$ cat config.mk
export PLATFORM = sky130hd
export DESIGN_NAME = i2c_regbank_slave
export DESIGN_NICKNAME = d
export VERILOG_FILES = /design/src/rtl/i2cs_pkg.sv /design/src/rtl/i2cs_sync.sv /design/src/rtl/i2cs_link.sv /design/src/rtl/i2cs_regfile.sv /design/src/rtl/i2c_regbank_slave.sv
export SDC_FILE = /design/constraint.sdc
export NUM_CORES = 1
export LEC_CHECK = 0
export ABC_AREA = 1
export BUFFER_PORTS_ARGS = -buffer_cell sky130_fd_sc_hd__buf_2
export CAP_MARGIN = 20
export CORE_ASPECT_RATIO = 2
export CORE_MARGIN = 2
export CORE_UTILIZATION = 55
export CTS_CLUSTER_DIAMETER = 200
export DETAILED_ROUTE_END_ITERATION = 10
export MAX_ROUTING_LAYER = met4
export PLACE_DENSITY = 0.72
export SLEW_MARGIN = 5
export SYNTH_ARGS = -nofsm -noshare
export SYNTH_HDL_FRONTEND = slang
export SYNTH_HIERARCHICAL = 1
export SYNTH_SLANG_ARGS = --single-unit
$ cat constraint.sdc
create_clock -name clk -period 1.85 [get_ports clk]
set_input_delay 0.0925 -clock clk [delete_from_list [all_inputs] [get_ports clk]]
set_output_delay 0.0925 -clock clk [all_outputs]
set_load 0.03 [all_outputs]
$ cat src/rtl/i2cs_pkg.sv
`timescale 1ns/1ps
package i2cs_pkg;

    localparam int BYTE_W = 8;
    localparam int DEVA_W = 7;

    typedef enum logic [2:0] {
        ST_IDLE,
        ST_ADDR,
        ST_ADDR_ACK,
        ST_PTR,
        ST_PTR_ACK,
        ST_DATA,
        ST_DATA_ACK,
        ST_IGNORE
    } link_state_t;

    typedef struct packed {
        logic scl_rise;
        logic scl_fall;
        logic start;
        logic stop;
        logic sda;
    } bus_ev_t;

    typedef struct packed {
        logic              req;
        logic [BYTE_W-1:0] addr;
        logic [BYTE_W-1:0] data;
    } wr_req_t;

    function automatic logic addr_hit(input logic [BYTE_W-1:0] b,
                                      input logic [DEVA_W-1:0] dev);
        return (b[BYTE_W-1:1] == dev) && !b[0];
    endfunction

    function automatic logic is_ack_state(input link_state_t s);
        return (s == ST_ADDR_ACK) || (s == ST_PTR_ACK) || (s == ST_DATA_ACK);
    endfunction

endpackage

$ cat src/rtl/i2cs_sync.sv
`timescale 1ns/1ps
module i2cs_sync
    import i2cs_pkg::*;
#(
    parameter int STAGES = 2
) (
    input  logic    clk,
    input  logic    rst,
    input  logic    scl_i,
    input  logic    sda_i,
    output bus_ev_t ev
);

    logic [STAGES-1:0] scl_chain;
    logic [STAGES-1:0] sda_chain;
    logic              scl_prev;
    logic              sda_prev;
    logic              scl_now;
    logic              sda_now;

    generate
        if (STAGES == 1) begin : g_one
            always_ff @(posedge clk) begin
                if (rst) begin
                    scl_chain <= 1'b1;
                    sda_chain <= 1'b1;
                end else begin
                    scl_chain <= scl_i;
                    sda_chain <= sda_i;
                end
            end
        end else begin : g_many
            always_ff @(posedge clk) begin
                if (rst) begin
                    scl_chain <= '1;
                    sda_chain <= '1;
                end else begin
                    scl_chain <= {scl_chain[STAGES-2:0], scl_i};
                    sda_chain <= {sda_chain[STAGES-2:0], sda_i};
                end
            end
        end
    endgenerate

    assign scl_now = scl_chain[STAGES-1];
    assign sda_now = sda_chain[STAGES-1];

    always_ff @(posedge clk) begin
        if (rst) begin
            scl_prev <= 1'b1;
            sda_prev <= 1'b1;
        end else begin
            scl_prev <= scl_now;
            sda_prev <= sda_now;
        end
    end

    always_comb begin
        ev.scl_rise = scl_now & ~scl_prev;
        ev.scl_fall = ~scl_now & scl_prev;
        ev.start    = scl_now & scl_prev & sda_prev & ~sda_now;
        ev.stop     = scl_now & scl_prev & ~sda_prev & sda_now;
        ev.sda      = sda_now;
    end

endmodule

$ cat src/rtl/i2cs_link.sv
`timescale 1ns/1ps
module i2cs_link
    import i2cs_pkg::*;
#(
    parameter logic [6:0] DEV_ADDR = 7'h42
) (
    input  logic    clk,
    input  logic    rst,
    input  bus_ev_t ev,
    output logic    sda_pull,
    output wr_req_t wr
);

    localparam logic [3:0] LAST_BIT = 4'd8;

    link_state_t        state;
    logic [3:0]         bit_cnt;
    logic [BYTE_W-1:0]  shreg;
    logic [BYTE_W-1:0]  ptr;

    always_ff @(posedge clk) begin
        if (rst) begin
            state    <= ST_IDLE;
            bit_cnt  <= '0;
            shreg    <= '0;
            ptr      <= '0;
            sda_pull <= 1'b0;
            wr       <= '0;
        end else begin
            wr.req <= 1'b0;
            if (ev.stop) begin
                state    <= ST_IDLE;
                sda_pull <= 1'b0;
                bit_cnt  <= '0;
            end else if (ev.start) begin
                state    <= ST_ADDR;
                sda_pull <= 1'b0;
                bit_cnt  <= '0;
            end else begin
                unique case (state)
                    ST_ADDR, ST_PTR, ST_DATA: begin
                        if (ev.scl_rise) begin
                            shreg   <= {shreg[BYTE_W-2:0], ev.sda};
                            bit_cnt <= bit_cnt + 4'd1;
                        end else if (ev.scl_fall && bit_cnt == LAST_BIT) begin
                            bit_cnt <= '0;
                            if (state == ST_ADDR) begin
                                if (addr_hit(shreg, DEV_ADDR)) begin
                                    sda_pull <= 1'b1;
                                    state    <= ST_ADDR_ACK;
                                end else begin
                                    state    <= ST_IGNORE;
                                end
                            end else if (state == ST_PTR) begin
                                ptr      <= shreg;
                                sda_pull <= 1'b1;
                                state    <= ST_PTR_ACK;
                            end else begin
                                wr.req   <= 1'b1;
                                wr.addr  <= ptr;
                                wr.data  <= shreg;
                                ptr      <= ptr + 8'd1;
                                sda_pull <= 1'b1;
                                state    <= ST_DATA_ACK;
                            end
                        end
                    end
                    ST_ADDR_ACK: begin
                        if (ev.scl_fall) begin
                            sda_pull <= 1'b0;
                            state    <= ST_PTR;
                        end
                    end
                    ST_PTR_ACK, ST_DATA_ACK: begin
                        if (ev.scl_fall) begin
                            sda_pull <= 1'b0;
                            state    <= ST_DATA;
                        end
                    end
                    default: begin
                        sda_pull <= 1'b0;
                    end
                endcase
            end
        end
    end

    AST_STOP_TO_IDLE: assert property (@(posedge clk) disable iff (rst)
        ev.stop |=> state == ST_IDLE);

    AST_START_TO_ADDR: assert property (@(posedge clk) disable iff (rst)
        (ev.start && !ev.stop) |=> state == ST_ADDR);

    AST_PULL_ONLY_IN_ACK: assert property (@(posedge clk) disable iff (rst)
        sda_pull |-> is_ack_state(state));

    AST_IGNORE_QUIET: assert property (@(posedge clk) disable iff (rst)
        state == ST_IGNORE |-> !sda_pull);

    AST_PTR_STEP: assert property (@(posedge clk) disable iff (rst)
        wr.req |-> ptr == wr.addr + 8'd1);

endmodule

$ cat src/rtl/i2cs_regfile.sv
`timescale 1ns/1ps
module i2cs_regfile
    import i2cs_pkg::*;
#(
    parameter int DEPTH = 16
) (
    input  logic              clk,
    input  logic              rst,
    input  wr_req_t           wr,
    input  logic [BYTE_W-1:0] rd_addr,
    output logic              stb_o,
    output logic [BYTE_W-1:0] addr_o,
    output logic [BYTE_W-1:0] data_o,
    output logic [BYTE_W-1:0] rd_data
);

    localparam int         AW      = (DEPTH > 1) ? $clog2(DEPTH) : 1;
    localparam logic [8:0] DEPTH_W = 9'(DEPTH);

    logic [BYTE_W-1:0] bank [DEPTH];
    logic              wr_in_range;
    logic              rd_in_range;

    assign wr_in_range = {1'b0, wr.addr} < DEPTH_W;
    assign rd_in_range = {1'b0, rd_addr} < DEPTH_W;

    always_ff @(posedge clk) begin
        if (rst) begin
            for (int i = 0; i < DEPTH; i++) bank[i] <= '0;
            stb_o  <= 1'b0;
            addr_o <= '0;
            data_o <= '0;
        end else begin
            stb_o <= wr.req && wr_in_range;
            if (wr.req && wr_in_range) begin
                bank[wr.addr[AW-1:0]] <= wr.data;
                addr_o <= wr.addr;
                data_o <= wr.data;
            end
        end
    end

    assign rd_data = rd_in_range ? bank[rd_addr[AW-1:0]] : '0;

    AST_STB_SINGLE: assert property (@(posedge clk) disable iff (rst)
        stb_o |=> !stb_o);

    AST_STB_IN_RANGE: assert property (@(posedge clk) disable iff (rst)
        stb_o |-> ({1'b0, addr_o} < DEPTH_W));

endmodule

$ cat src/rtl/i2c_regbank_slave.sv
`timescale 1ns/1ps
module i2c_regbank_slave
    import i2cs_pkg::*;
#(
    parameter logic [6:0] DEV_ADDR    = 7'h42,
    parameter int         DEPTH       = 16,
    parameter int         SYNC_STAGES = 2
) (
    input  logic       clk,
    input  logic       rst,
    input  logic       scl_i,
    input  logic       sda_i,
    output logic       sda_pull_o,
    output logic       wr_stb_o,
    output logic [7:0] wr_addr_o,
    output logic [7:0] wr_data_o,
    input  logic [7:0] rd_addr_i,
    output logic [7:0] rd_data_o
);

    bus_ev_t ev;
    wr_req_t wr;

    i2cs_sync #(.STAGES(SYNC_STAGES)) u_sync (
        .clk   (clk),
        .rst   (rst),
        .scl_i (scl_i),
        .sda_i (sda_i),
        .ev    (ev)
    );

    i2cs_link #(.DEV_ADDR(DEV_ADDR)) u_link (
        .clk      (clk),
        .rst      (rst),
        .ev       (ev),
        .sda_pull (sda_pull_o),
        .wr       (wr)
    );

    i2cs_regfile #(.DEPTH(DEPTH)) u_bank (
        .clk     (clk),
        .rst     (rst),
        .wr      (wr),
        .rd_addr (rd_addr_i),
        .stb_o   (wr_stb_o),
        .addr_o  (wr_addr_o),
        .data_o  (wr_data_o),
        .rd_data (rd_data_o)
    );

endmodule

==> results.txt, run 1 <==
Final HPWL DP = 15.1 mm
Reg2reg start = u_link/wr[12]$_SDFFE_PP0P_
Critical path origin = u_bank/bank[13][7]$_SDFFCE_PN0P_
Gpl congestion = 0.964
Drt first pass iters = 5
Max-slew violations = 0
Endpoint of the lowest-slack register-to-register path = u_bank/bank[15][5]$_SDFFCE_PN0P_
Syn Std Cell Area = 0.00905 mm²
Class of the worst hold path = in2reg
Slew margin rel. = 65.5%
Overall die width = 94.7 µm
Count of inserted antenna diode cells = 0
Number of buffers created by CTS = 17
Wire length per cell = 16.1 µm
VDD IR-drop max = 0.000753 V
Layout Area Growth over Synthesis = 12.7%
Post-synthesis sequential element count = 192
Top flip-flop cell by instance count after synthesis = sky130_fd_sc_hd__edfxtp_1
Routed Antenna Nets = 0
Total detailed-routing wirelength = 21.6 mm
Initial standard-cell utilization of the core = 55.9%
Number of nets at the end of the flow = 1141
Critical Path End = rd_data_o[7]
Clock Tree Buf Depth = 2
Vias/cell = 5.27
Number of DRC violations after detailed routing = 0
Number of violations reported at the end of detailed-routing iteration 0 = 426
Clk_skew = 0.0139 ns
GRT Residual Overflow = 0
Main combinational cell family by area after synthesis = simple AND/OR/NAND/NOR gates
Mean Syn Cell Area = 8.35 µm²
Die Outline Area = 0.0176 mm²
Max-cap check violation count = 0
Internal reg-to-reg setup slack = 0.16 ns
Die H = 185 µm
Wire length of the first global-routing pass = 34.0 mm
Io pins = 38
Register-to-Register Path Depth = 6
Clock period minus final worst setup slack = 1.74 ns
Pin count of the biggest net entering global routing = 65
Tcrit/Tclk final = 94.0%
Gate count after technology mapping = 1083
Number of antenna violations at the first check in global routing = 0
Largest driver fanout on the critical path = 1
Achievable frequency = 575 MHz
Post-synthesis compound-gate area fraction = 5.02%
Minimum setup slack after placement = 0.167 ns
Slew at the pin closest to its max-slew limit = 0.517 ns
PD cells = 940 mW/mm²
Standard-cell row count = 66
Simple-Gate Fraction of Synth Area = 29.5%
Syn_nets = 1098
Leakage component of the power = 4.21 nW
Yosys warning count = 6
Minimum setup slack in the final design = 0.111 ns
Type of destination of the critical path = primary output
Clock slew seen by the registers of the worst setup and hold paths = 0.06 ns
Core utilization of the finished layout = 63.0%
CTS tree = done
H-Tree Depth = 4
Required arrival time at the worst endpoint = 1.76 ns
Critical Path Start Type = register
Share of flip-flops with an asynchronous set or reset after synthesis = 0%
Root Driver = sky130_fd_sc_hd__clkbuf_16
Share of the yosys chip area belonging to registers = 56.7%
Global-route total usage across every layer = 26.9%
Yosys cell types = 35
Status = finished, final reports clean
Count of endpoints failing setup in the final report = 0
Arrival @ worst endpoint = 1.65 ns
Setup tns final = 0 ns
Buffers added on ports = 37
Final hold violation count = 0
EDFF count, synth = 128
Proportion of synthesized area in mux cells = 0%
Share of cells above drive strength 1 = 11.8%
Xor and xnor fraction of the mapped netlist area = 0.0968%
Number of clock sinks = 192
Detailed-route via count = 7072
RSZ-0062 raised after global routing = no
Setup Buffers After CTS = 0
Category of the most critical setup path = reg2out
Vias in the first global route = 6689
Post-Synth Adder-Cell Area = 0.415%
Hold Crit Start = rst
Core area = 0.0162 mm²
Clk_lat worst skew = 0.44 ns
-- Yosys cell counts, types with 2 or more instances --
library cell / count / area share (%)
sky130_fd_sc_hd__nor2_4: 2 / 0.25
sky130_fd_sc_hd__clkbuf_1: 26 / 1.1
sky130_fd_sc_hd__edfxtp_1: 128 / 42
sky130_fd_sc_hd__nand3_1: 101 / 5.6
sky130_fd_sc_hd__buf_2: 15 / 0.83
sky130_fd_sc_hd__nand2_2: 5 / 0.35
sky130_fd_sc_hd__nand2_4: 2 / 0.25
sky130_fd_sc_hd__buf_6: 2 / 0.25
sky130_fd_sc_hd__o21ai_0: 38 / 2.1
sky130_fd_sc_hd__buf_4: 2 / 0.17
sky130_fd_sc_hd__ha_1: 3 / 0.41
sky130_fd_sc_hd__or2_1: 4 / 0.28
sky130_fd_sc_hd__a21oi_1: 40 / 2.2
sky130_fd_sc_hd__nand3_4: 9 / 1.7
sky130_fd_sc_hd__nor3_1: 3 / 0.17
sky130_fd_sc_hd__inv_1: 130 / 5.4
sky130_fd_sc_hd__o21ai_1: 10 / 0.55
sky130_fd_sc_hd__nand4_1: 2 / 0.14
sky130_fd_sc_hd__nor2_2: 2 / 0.14
sky130_fd_sc_hd__dfxtp_1: 64 / 14
sky130_fd_sc_hd__nor2_1: 207 / 8.6
sky130_fd_sc_hd__nand3_2: 3 / 0.33
sky130_fd_sc_hd__nand2_1: 271 / 11
sky130_fd_sc_hd__inv_2: 3 / 0.12
-- registers in the layout (all words and copies together) (netlist names), 3 cells and up --
name and flops:
u_bank/bank 128, u_bank/addr_o 8, u_link/bit_cnt 4, u_link/ptr 8, u_bank/data_o 8, u_link/wr 17
u_link/state 3, u_link/shreg 8
-- power by group --
part	internal, mW	switching (mW)	leakage [nW]	total [mW]
clock network	2.14	1.59	0.295	3.74
logic	0.322	0.727	2.07	1.05
registers	4.71	0.0889	1.84	4.79
total	7.17	2.41	4.21	9.58
-- final cells by class --
class | instances | area (µm²)
multi-input combinational | 709 | 3190
tap | 204 | 255
sequential | 192 | 5120
timing repair buffer | 71 | 495
clock inverter | 15 | 183
clock buffer | 17 | 425
inverter | 135 | 517
fill | 1407 | 5990
-- what timing repair did --
action                                  4_1_cts  5_1_grt
endpoints found under the hold margin         2        0
hold buffers                                  2        0
gates resized for setup                       0        7
endpoints found under the setup margin        0       33
-- layout by cell type, fill, tap and decap left out, types with 2 or more instances in the layout --
| cell | count |
|---|---|
| sky130_fd_sc_hd__buf_4 | 28 |
| sky130_fd_sc_hd__a21oi_1 | 40 |
| sky130_fd_sc_hd__buf_2 | 37 |
| sky130_fd_sc_hd__clkbuf_16 | 17 |
| sky130_fd_sc_hd__clkinv_4 | 4 |
| sky130_fd_sc_hd__dlygate4sd3_1 | 2 |
| sky130_fd_sc_hd__nand3_1 | 101 |
| sky130_fd_sc_hd__or2_1 | 4 |
| sky130_fd_sc_hd__ha_1 | 3 |
| sky130_fd_sc_hd__nor2_4 | 2 |
| sky130_fd_sc_hd__nor2_1 | 205 |
| sky130_fd_sc_hd__inv_6 | 3 |
| sky130_fd_sc_hd__edfxtp_1 | 128 |
| sky130_fd_sc_hd__bufinv_16 | 3 |
| sky130_fd_sc_hd__nand2_1 | 269 |
| sky130_fd_sc_hd__o21ai_1 | 11 |
| sky130_fd_sc_hd__clkinv_1 | 2 |
| sky130_fd_sc_hd__inv_2 | 3 |
| sky130_fd_sc_hd__nand2_2 | 7 |
| sky130_fd_sc_hd__nand4_1 | 2 |
| sky130_fd_sc_hd__inv_1 | 130 |
| sky130_fd_sc_hd__nor2_2 | 4 |
| sky130_fd_sc_hd__nand3_2 | 3 |
| sky130_fd_sc_hd__nor3_1 | 3 |
| sky130_fd_sc_hd__o21ai_0 | 37 |
| sky130_fd_sc_hd__buf_12 | 4 |
| sky130_fd_sc_hd__dfxtp_1 | 64 |
| sky130_fd_sc_hd__nand3_4 | 9 |
| sky130_fd_sc_hd__inv_8 | 2 |
-- worst min-delay path by stage --
stage,end,slack [ns],cells past startpoint
3_5_place_dp,u_sync/sda_chain[0]$_SDFF_PP1_,0.28,2
3_3_place_gp,u_sync/sda_chain[0]$_SDFF_PP1_,0.27,2
4_1_cts,u_bank/stb_o$_SDFF_PP0_,0.06,3
5_1_grt,u_bank/stb_o$_SDFF_PP0_,0.07,3
6_report,u_bank/stb_o$_SDFF_PP0_,0.09,3
2_1_floorplan,u_sync/scl_chain[0]$_SDFF_PP1_,0.19,1
-- per-stage QoR --
stage	power (mW)	area, µm²	instances	hold slack (ns)
5_1_grt	9.94	10200	1343	0.0694
6_report	9.58	10200	1343	0.0866
2_1_floorplan	5.63	9050	1083	0.190
3_3_place_gp	5.89	9540	1309	0.273
4_1_cts	9.62	10200	1343	0.0625
3_5_place_dp	5.91	9540	1309	0.277
-- layer usage --
metal / wire, µm / vias to the layer above / GRT usage, %
met5: 0 / - / -
met4: 873 / 0 / 12.2
met3: 926 / 53 / 4.03
met2: 12300 / 207 / 50.4
met1: 7450 / 3280 / 26.5
li1: - / 3532 / -
-- cell families after synthesis --
group                    count (synthesis)
AND/OR/NAND/NOR                        615
flip-flops                             192
buffers and inverters                  182
AO/OA/AOI/OAI                           90
adder cells (fa/ha/maj)                  3
XOR/XNOR                                 1
-- worst max-delay path: stages (launching register included) --
cell	delay [ns]
sky130_fd_sc_hd__edfxtp_1	0.33
sky130_fd_sc_hd__inv_1	0.05
sky130_fd_sc_hd__nand2_1	0.05
sky130_fd_sc_hd__nand3_1	0.14
sky130_fd_sc_hd__nand3_1	0.17
sky130_fd_sc_hd__nand3_1	0.13
sky130_fd_sc_hd__a21oi_1	0.14
sky130_fd_sc_hd__buf_2	0.21
Note: power is estimated with default switching activity, not from simulation.
==> run 2: changes to the inputs <==
CAP_MARGIN = 10   (was 20)
PLACE_DENSITY = 0.79   (was 0.72)
clock period = 1.9 ns   (was 1.85 ns; I/O delays follow)
==> run 2 against run 1 <==
Sequential cell count is the same. Wire length is 0.96% higher. Worst hold slack gained 0.0098 ns. Global-route usage grew 0.075 points. Critical path type is now reg2reg.
==> results.txt, run 2 (synthesized netlist as in run 1, its figures left out) <==
Register-to-Register Path Depth = 6 (unchanged)
Number of buffers created by CTS = 17 (unchanged)
Wire length per cell = 16.2 µm (was 16.1 µm)
Area of all placed cells without fillers = 0.0102 mm² (about the same)
Clock slew seen by the registers of the worst setup and hold paths = 0.08 ns (was 0.06 ns)
Hold Crit Start = rst (unchanged)
Number of antenna violations at the first check in global routing = 0 (unchanged)
H-Tree Depth = 4 (unchanged)
Slew margin rel. = 56.9% (was 65.5%)
Max reg flops = 128 (unchanged)
Cell-by-cell listing of the critical path = nor2_1 > nand3_1 > nor2_2 > buf_12 > nand3_4 > nand2_1 (was inv_1 > nand2_1 > nand3_1 > nand3_1 > nand3_1 > a21oi_1 > buf_2)
Placement-stage cell area = 0.00956 mm² (was 0.00954 mm²)
Top reg by flops = u_bank/bank (unchanged)
Type of destination of the critical path = register (was primary output)
Number of DRC violations after detailed routing = 0 (unchanged)
Capture endpoint of the worst hold path = u_link/ptr[5]$_SDFFE_PP0P_ (was u_bank/stb_o$_SDFF_PP0_)
Slowest stage delay, CP = 0.31 ns (was 0.33 ns)
Clk_skew = 0.0159 ns (was 0.0139 ns)
Critical Path Start Type = register (unchanged)
Status = finished, final reports clean (unchanged)
Wire length of the first global-routing pass = 34.1 mm (was 34.0 mm)
Leakage component of the power = 4.22 nW (was 4.21 nW)
Vias in the first global route = 6809 (was 6689)
Pin count of the biggest net entering global routing = 38 (was 65)
Slew at the pin closest to its max-slew limit = 0.646 ns (was 0.517 ns)
Reg2reg start = u_link/wr[15]$_SDFFE_PP0P_ (was u_link/wr[12]$_SDFFE_PP0P_)
Endpoint of the lowest-slack register-to-register path = u_bank/bank[15][1]$_SDFFCE_PN0P_ (was u_bank/bank[15][5]$_SDFFCE_PN0P_)
Overall die width = 94.7 µm (unchanged)
Layout Area Growth over Synthesis = 12.9% (was 12.7%)
Setup tns final = 0 ns (unchanged)
Arrival @ worst endpoint = 1.87 ns (was 1.65 ns)
Count of fill cells added during filler insertion = 1371 (was 1407)
Achievable frequency = 566 MHz
Clock period minus final worst setup slack = 1.77 ns
Io pins = 38 (unchanged)
Share of cells above drive strength 1 = 12.4% (was 11.8%)
Final HPWL DP = 15.8 mm (was 15.1 mm)
Minimum hold slack = 0.0964 ns (was 0.0866 ns)
Internal reg-to-reg setup slack = 0.13 ns (was 0.16 ns)
Highest-count cells in the layout ignoring fill and taps = sky130_fd_sc_hd__nand2_1, sky130_fd_sc_hd__nor2_1, sky130_fd_sc_hd__inv_1, sky130_fd_sc_hd__edfxtp_1, sky130_fd_sc_hd__nand3_1 (unchanged)
Number of violations reported at the end of detailed-routing iteration 0 = 525 (was 426)
RSZ-0062 raised after global routing = no (unchanged)
Gpl congestion = 1.03 (was 0.964)
Vias/cell = 5.35 (was 5.27)
Number of nets at the end of the flow = 1143 (was 1141)
Category of the most critical setup path = reg2reg (was reg2out)
Kind of cell adding the most delay to the critical path = simple AND/OR/NAND/NOR gates (unchanged)
Final hold violation count = 0 (unchanged)
Global-route total usage across every layer = 27.0% (was 26.9%)
Total buffers and inverters traversed by the critical path = 1 (was 2)
Largest registers = u_bank/bank x128, u_link/wr x17 (unchanged)
Minimum setup slack in the final design = 0.133 ns (was 0.111 ns)
Master of the slowest instance on the critical path = sky130_fd_sc_hd__dfxtp_1 (was sky130_fd_sc_hd__edfxtp_1)
Clock Tree Buf Depth = 2 (unchanged)
Worst hold path depth = 3 (unchanged)
Class of the worst hold path = in2reg (unchanged)
Minimum setup slack after placement = 0.109 ns (was 0.167 ns)
Max-slew violations = 0 (unchanged)
PD cells = 905 mW/mm² (was 940 mW/mm²)
Count of inserted antenna diode cells = 0 (unchanged)
Largest driver fanout on the critical path = 13 (was 1)
Die H = 185 µm (unchanged)
Total detailed-routing wirelength = 21.8 mm (was 21.6 mm)
Detailed-route via count = 7198 (was 7072)
Clk_lat worst skew = 0.44 ns (about the same)
Standard-cell row count = 66 (unchanged)
Initial standard-cell utilization of the core = 55.9% (unchanged)
Tcrit/Tclk final = 93.0%
GRT Residual Overflow = 0 (unchanged)
Root Driver = sky130_fd_sc_hd__clkbuf_16 (unchanged)
Required arrival time at the worst endpoint = 2.00 ns (was 1.76 ns)
Core area = 0.0162 mm² (unchanged)
Max-cap check violation count = 0 (unchanged)
Leading cell type in the layout, fill and taps excluded = sky130_fd_sc_hd__nand2_1 (unchanged)
Die Outline Area = 0.0176 mm² (unchanged)
VDD IR-drop max = 0.000986 V (was 0.000753 V)
Core utilization of the finished layout = 63.1% (was 63.0%)
Drt first pass iters = 5 (unchanged)
Routed Antenna Nets = 0 (unchanged)
CTS tree = done (unchanged)
Buffers added on ports = 37 (unchanged)
Number of clock sinks = 192 (unchanged)
Count of endpoints failing setup in the final report = 0 (unchanged)
-- run 2: cell count changes in the layout (fill, tap and decap cells not counted), moves of 3 or more --
cell / change
sky130_fd_sc_hd__nand2_2: +5
sky130_fd_sc_hd__bufinv_16: -3
sky130_fd_sc_hd__nand2_1: -5
sky130_fd_sc_hd__clkinv_8: +3
-- run 2: final cells by class --
cell class                      instances  area, µm²  area share, %
Sequential cell                       192       5120           50.2
Timing Repair Buffer                   73        510           5.00
Inverter                              135        514           5.03
Multi-Input combinational cell        709       3210           31.4
Clock buffer                           18        450           4.41
Clock inverter                         14        155           1.52
Tap cell                              204        255           2.50
-- run 2: what timing repair did --
item | 4_1_cts | 5_1_grt
hold endpoints to repair | 2 | 0
hold buffers | 2 | 0
gates resized for setup | 0 | 10
setup endpoints to repair | 0 | 34
buffers inserted | 0 | 0
-- run 2: worst max path at each step --
stage / start / cells past startpoint / to
detailed placement: u_link/wr[12]$_SDFFE_PP0P_ / 5 / u_bank/bank[9][0]$_SDFFCE_PN0P_
finish: u_link/wr[15]$_SDFFE_PP0P_ / 6 / u_bank/bank[15][1]$_SDFFCE_PN0P_
floorplan: u_link/wr[8]$_SDFFE_PP0P_ / 4 / u_bank/bank[13][0]$_SDFFCE_PN0P_
global route: u_link/wr[15]$_SDFFE_PP0P_ / 6 / u_bank/bank[5][6]$_SDFFCE_PN0P_
global placement: u_link/wr[15]$_SDFFE_PP0P_ / 5 / u_bank/bank[8][6]$_SDFFCE_PN0P_
CTS: u_link/wr[15]$_SDFFE_PP0P_ / 5 / u_bank/bank[9][6]$_SDFFCE_PN0P_
-- run 2: per-layer routing --
layer	up-vias	wire [µm]	track usage, %
li1	3535	-	-
met1	3331	7210	24.9
met2	258	12700	52.3
met3	74	924	3.30
met4	0	926	13.4
met5	-	0	-
-- run 2: stage by stage --
step / total power, mW / instances
3_3_place_gp: 5.76 / 1311
6_report: 9.25 / 1345
2_1_floorplan: 5.49 / 1083
5_1_grt: 9.62 / 1345
4_1_cts: 9.28 / 1345
3_5_place_dp: 5.79 / 1311
-- run 2: power breakdown --
part / switching (mW) / internal (mW) / total [mW] / leakage [nW]
Clock: 1.68 / 1.84 / 3.53 / 0.297
Sequential: 0.0914 / 4.58 / 4.67 / 1.84
Combinational: 0.712 / 0.337 / 1.05 / 2.08
Total: 2.48 / 6.76 / 9.25 / 4.22
-- run 2: worst register-to-register path: cells and delay by family (launching register included) --
kind	cells	cell delay, ns
flops	1	0.31
simple gates	5	0.90
buf+inv	1	0.21
==> run 3: changes to the inputs <==
CORE_UTILIZATION = 62   (was 55)
PLACE_DENSITY = 0.87   (was 0.79)
==> run 3 against run 2 <==
Maximum frequency shrank 1.1%. Cell area shrank 0.55%. Largest power group unchanged. Critical endpoint is now rd_data_o[6]. Highest routed layer unchanged. Largest cell class unchanged. Clock-buffer cell count is the same.
==> results.txt, run 3 (synthesized netlist as in run 1, its figures left out) <==
Global-route total usage across every layer = 30.8% (was 27.0%)
Vias/cell = 5.46 (was 5.35)
Slew margin rel. = 59.3% (was 56.9%)
Largest driver fanout on the critical path = 1 (was 13)
Leakage component of the power = 4.20 nW (was 4.22 nW)
Die Outline Area = 0.0156 mm² (was 0.0176 mm²)
Final HPWL DP = 14.9 mm (was 15.8 mm)
Overall die width = 89.4 µm (was 94.7 µm)
Required arrival time at the worst endpoint = 1.80 ns (was 2.00 ns)
Capture endpoint of the worst hold path = u_sync/scl_chain[0]$_SDFF_PP1_ (was u_link/ptr[5]$_SDFFE_PP0P_)
Critical Path Start Type = register (unchanged)
Max-cap check violation count = 0 (unchanged)
Max-slew violations = 0 (unchanged)
Achievable frequency = 560 MHz (was 566 MHz)
Register-to-Register Path Depth = 6 (unchanged)
Slew at the pin closest to its max-slew limit = 0.610 ns (was 0.646 ns)
Total detailed-routing wirelength = 21.6 mm (was 21.8 mm)
Gpl congestion = 0.978 (was 1.03)
Leading cell type in the layout, fill and taps excluded = sky130_fd_sc_hd__nand2_1 (unchanged)
Clock slew seen by the registers of the worst setup and hold paths = 0.08 ns (about the same)
Endpoint of the lowest-slack register-to-register path = u_bank/bank[2][2]$_SDFFCE_PN0P_ (was u_bank/bank[15][1]$_SDFFCE_PN0P_)
RSZ-0062 raised after global routing = yes (was no)
Number of antenna violations at the first check in global routing = 0 (unchanged)
Worst hold path depth = 3 (unchanged)
Largest registers = u_bank/bank x128, u_link/wr x17 (unchanged)
Highest-count cells in the layout ignoring fill and taps = sky130_fd_sc_hd__nand2_1, sky130_fd_sc_hd__nor2_1, sky130_fd_sc_hd__inv_1, sky130_fd_sc_hd__edfxtp_1, sky130_fd_sc_hd__nand3_1 (unchanged)
Pin count of the biggest net entering global routing = 65 (was 38)
Type of destination of the critical path = primary output (was register)
Root Driver = sky130_fd_sc_hd__clkbuf_16 (unchanged)
Category of the most critical setup path = reg2out (was reg2reg)
Placed Cells = 1299 (was 1311)
Drt first pass iters = 5 (unchanged)
Vias in the first global route = 7110 (was 6809)
Number of clock sinks = 192 (unchanged)
Area of all placed cells without fillers = 0.0102 mm² (about the same)
Number of DRC violations after detailed routing = 0 (unchanged)
Detailed-route via count = 7288 (was 7198)
Top reg by flops = u_bank/bank (unchanged)
Class of the worst hold path = in2reg (unchanged)
Internal reg-to-reg setup slack = 0.12 ns (was 0.13 ns)
PD cells = 902 mW/mm² (was 905 mW/mm²)
Max reg flops = 128 (unchanged)
Number of buffers created by CTS = 17 (unchanged)
Hold Crit Start = scl_i (was rst)
Wire length per cell = 16.2 µm (about the same)
Count of fill cells added during filler insertion = 1028 (was 1371)
H-Tree Depth = 4 (unchanged)
Clock Tree Buf Depth = 2 (unchanged)
Count of endpoints failing setup in the final report = 0 (unchanged)
Count of inserted antenna diode cells = 0 (unchanged)
Initial standard-cell utilization of the core = 63.0% (was 55.9%)
Routed Antenna Nets = 0 (unchanged)
Core area = 0.0144 mm² (was 0.0162 mm²)
GRT Residual Overflow = 0 (unchanged)
Buffers added on ports = 37 (unchanged)
Clk_lat worst skew = 0.44 ns (about the same)
Arrival @ worst endpoint = 1.69 ns (was 1.87 ns)
Io pins = 38 (unchanged)
Placement-stage cell area = 0.00952 mm² (was 0.00956 mm²)
Standard-cell row count = 62 (was 66)
Number of violations reported at the end of detailed-routing iteration 0 = 499 (was 525)
Wire length of the first global-routing pass = 34.7 mm (was 34.1 mm)
VDD IR-drop max = 0.000821 V (was 0.000986 V)
Number of nets at the end of the flow = 1144 (was 1143)
Final hold violation count = 0 (unchanged)
Share of cells above drive strength 1 = 11.9% (was 12.4%)
Layout Area Growth over Synthesis = 12.3% (was 12.9%)
Clock period minus final worst setup slack = 1.79 ns (was 1.77 ns)
Number of cells in the finished layout apart from fillers = 1334 (was 1345)
Power Total = 9.16 mW (was 9.25 mW)
Clk_skew = 0.0122 ns (was 0.0159 ns)
Tcrit/Tclk final = 94.0% (was 93.0%)
Minimum hold slack = 0.372 ns (was 0.0964 ns)
Die H = 175 µm (was 185 µm)
CTS tree = done (unchanged)
Status = finished, final reports clean (unchanged)
Reg2reg start = u_link/wr[12]$_SDFFE_PP0P_ (was u_link/wr[15]$_SDFFE_PP0P_)
## run 3: changes by cell type in the layout (fill, tap and decap cells not counted), moves of 2 or more
cell	change
sky130_fd_sc_hd__buf_12	-2
sky130_fd_sc_hd__nor2_1	-2
sky130_fd_sc_hd__nand2_1	+7
sky130_fd_sc_hd__clkinv_8	+2
sky130_fd_sc_hd__buf_4	+2
sky130_fd_sc_hd__nor2_2	+2
sky130_fd_sc_hd__nand2_2	-7
## run 3: area by class of cell
type	instances	area, µm²	share of cell area (%)
flip-flops and latches	192	5120	50.4
clock inverters	14	165	1.63
inverters	135	517	5.09
repair buffers	74	495	4.88
clock buffers	18	439	4.32
multi-input cells	709	3180	31.3
well taps	192	240	2.36
## run 3: what timing repair did
item                                    4_1_cts  5_1_grt
endpoints found under the hold margin         5        0
resized for setup                             0        4
hold buffers                                  3        0
setup buffers                                 0        0
endpoints found under the setup margin        0       30
## run 3: critical path, cell delays in order (launching register included)
cell	delay, ns
sky130_fd_sc_hd__edfxtp_1	0.32
sky130_fd_sc_hd__inv_1	0.04
sky130_fd_sc_hd__nand2_1	0.05
sky130_fd_sc_hd__nand3_1	0.14
sky130_fd_sc_hd__nand3_1	0.20
sky130_fd_sc_hd__nand3_1	0.12
sky130_fd_sc_hd__a21oi_1	0.17
sky130_fd_sc_hd__buf_2	0.22
## run 3: worst max-delay path by stage
| stage | start | to | slack (ns) | depth (start not counted) |
|---|---|---|---|---|
| 3_3_place_gp | u_link/wr[12]$_SDFFE_PP0P_ | u_bank/bank[9][4]$_SDFFCE_PN0P_ | 0.21 | 5 |
| 4_1_cts | u_link/wr[12]$_SDFFE_PP0P_ | u_bank/bank[9][0]$_SDFFCE_PN0P_ | 0.12 | 5 |
| 6_report | u_bank/bank[11][6]$_SDFFCE_PN0P_ | rd_data_o[6] | 0.11 | 7 |
| 5_1_grt | u_link/wr[12]$_SDFFE_PP0P_ | u_bank/bank[9][0]$_SDFFCE_PN0P_ | -0.01 | 5 |
| 2_1_floorplan | u_link/wr[8]$_SDFFE_PP0P_ | u_bank/bank[13][0]$_SDFFCE_PN0P_ | 0.29 | 4 |
| 3_5_place_dp | u_link/wr[12]$_SDFFE_PP0P_ | u_bank/bank[9][0]$_SDFFCE_PN0P_ | 0.15 | 5 |
## run 3: per-layer routing
metal  global-route usage (%)  vias to the layer above  share of wire [%]
li1                         -                     3538                  -
met1                     29.8                     3355                 33
met2                     54.4                      296                 55
met3                     5.29                       99                5.3
met4                     18.5                        0                6.7
met5                        -                        -                  0
## run 3: stage by stage
stage / utilization [%] / setup WS, ns / setup TNS (ns)
finish: 70.8 / 0.113 / 0
global route: 70.8 / -0.0140 / -0.111
CTS: 70.7 / 0.117 / 0
detailed placement: 66.3 / 0.150 / 0
global placement: 66.3 / 0.214 / 0
floorplan: - / 0.287 / 0
## run 3: report_power, final
group / total (mW) / internal (mW) / switching [mW] / leakage, nW
Combinational: 0.983 / 0.307 / 0.675 / 2.07
Clock: 3.51 / 1.80 / 1.70 / 0.294
Sequential: 4.67 / 4.58 / 0.0915 / 1.84
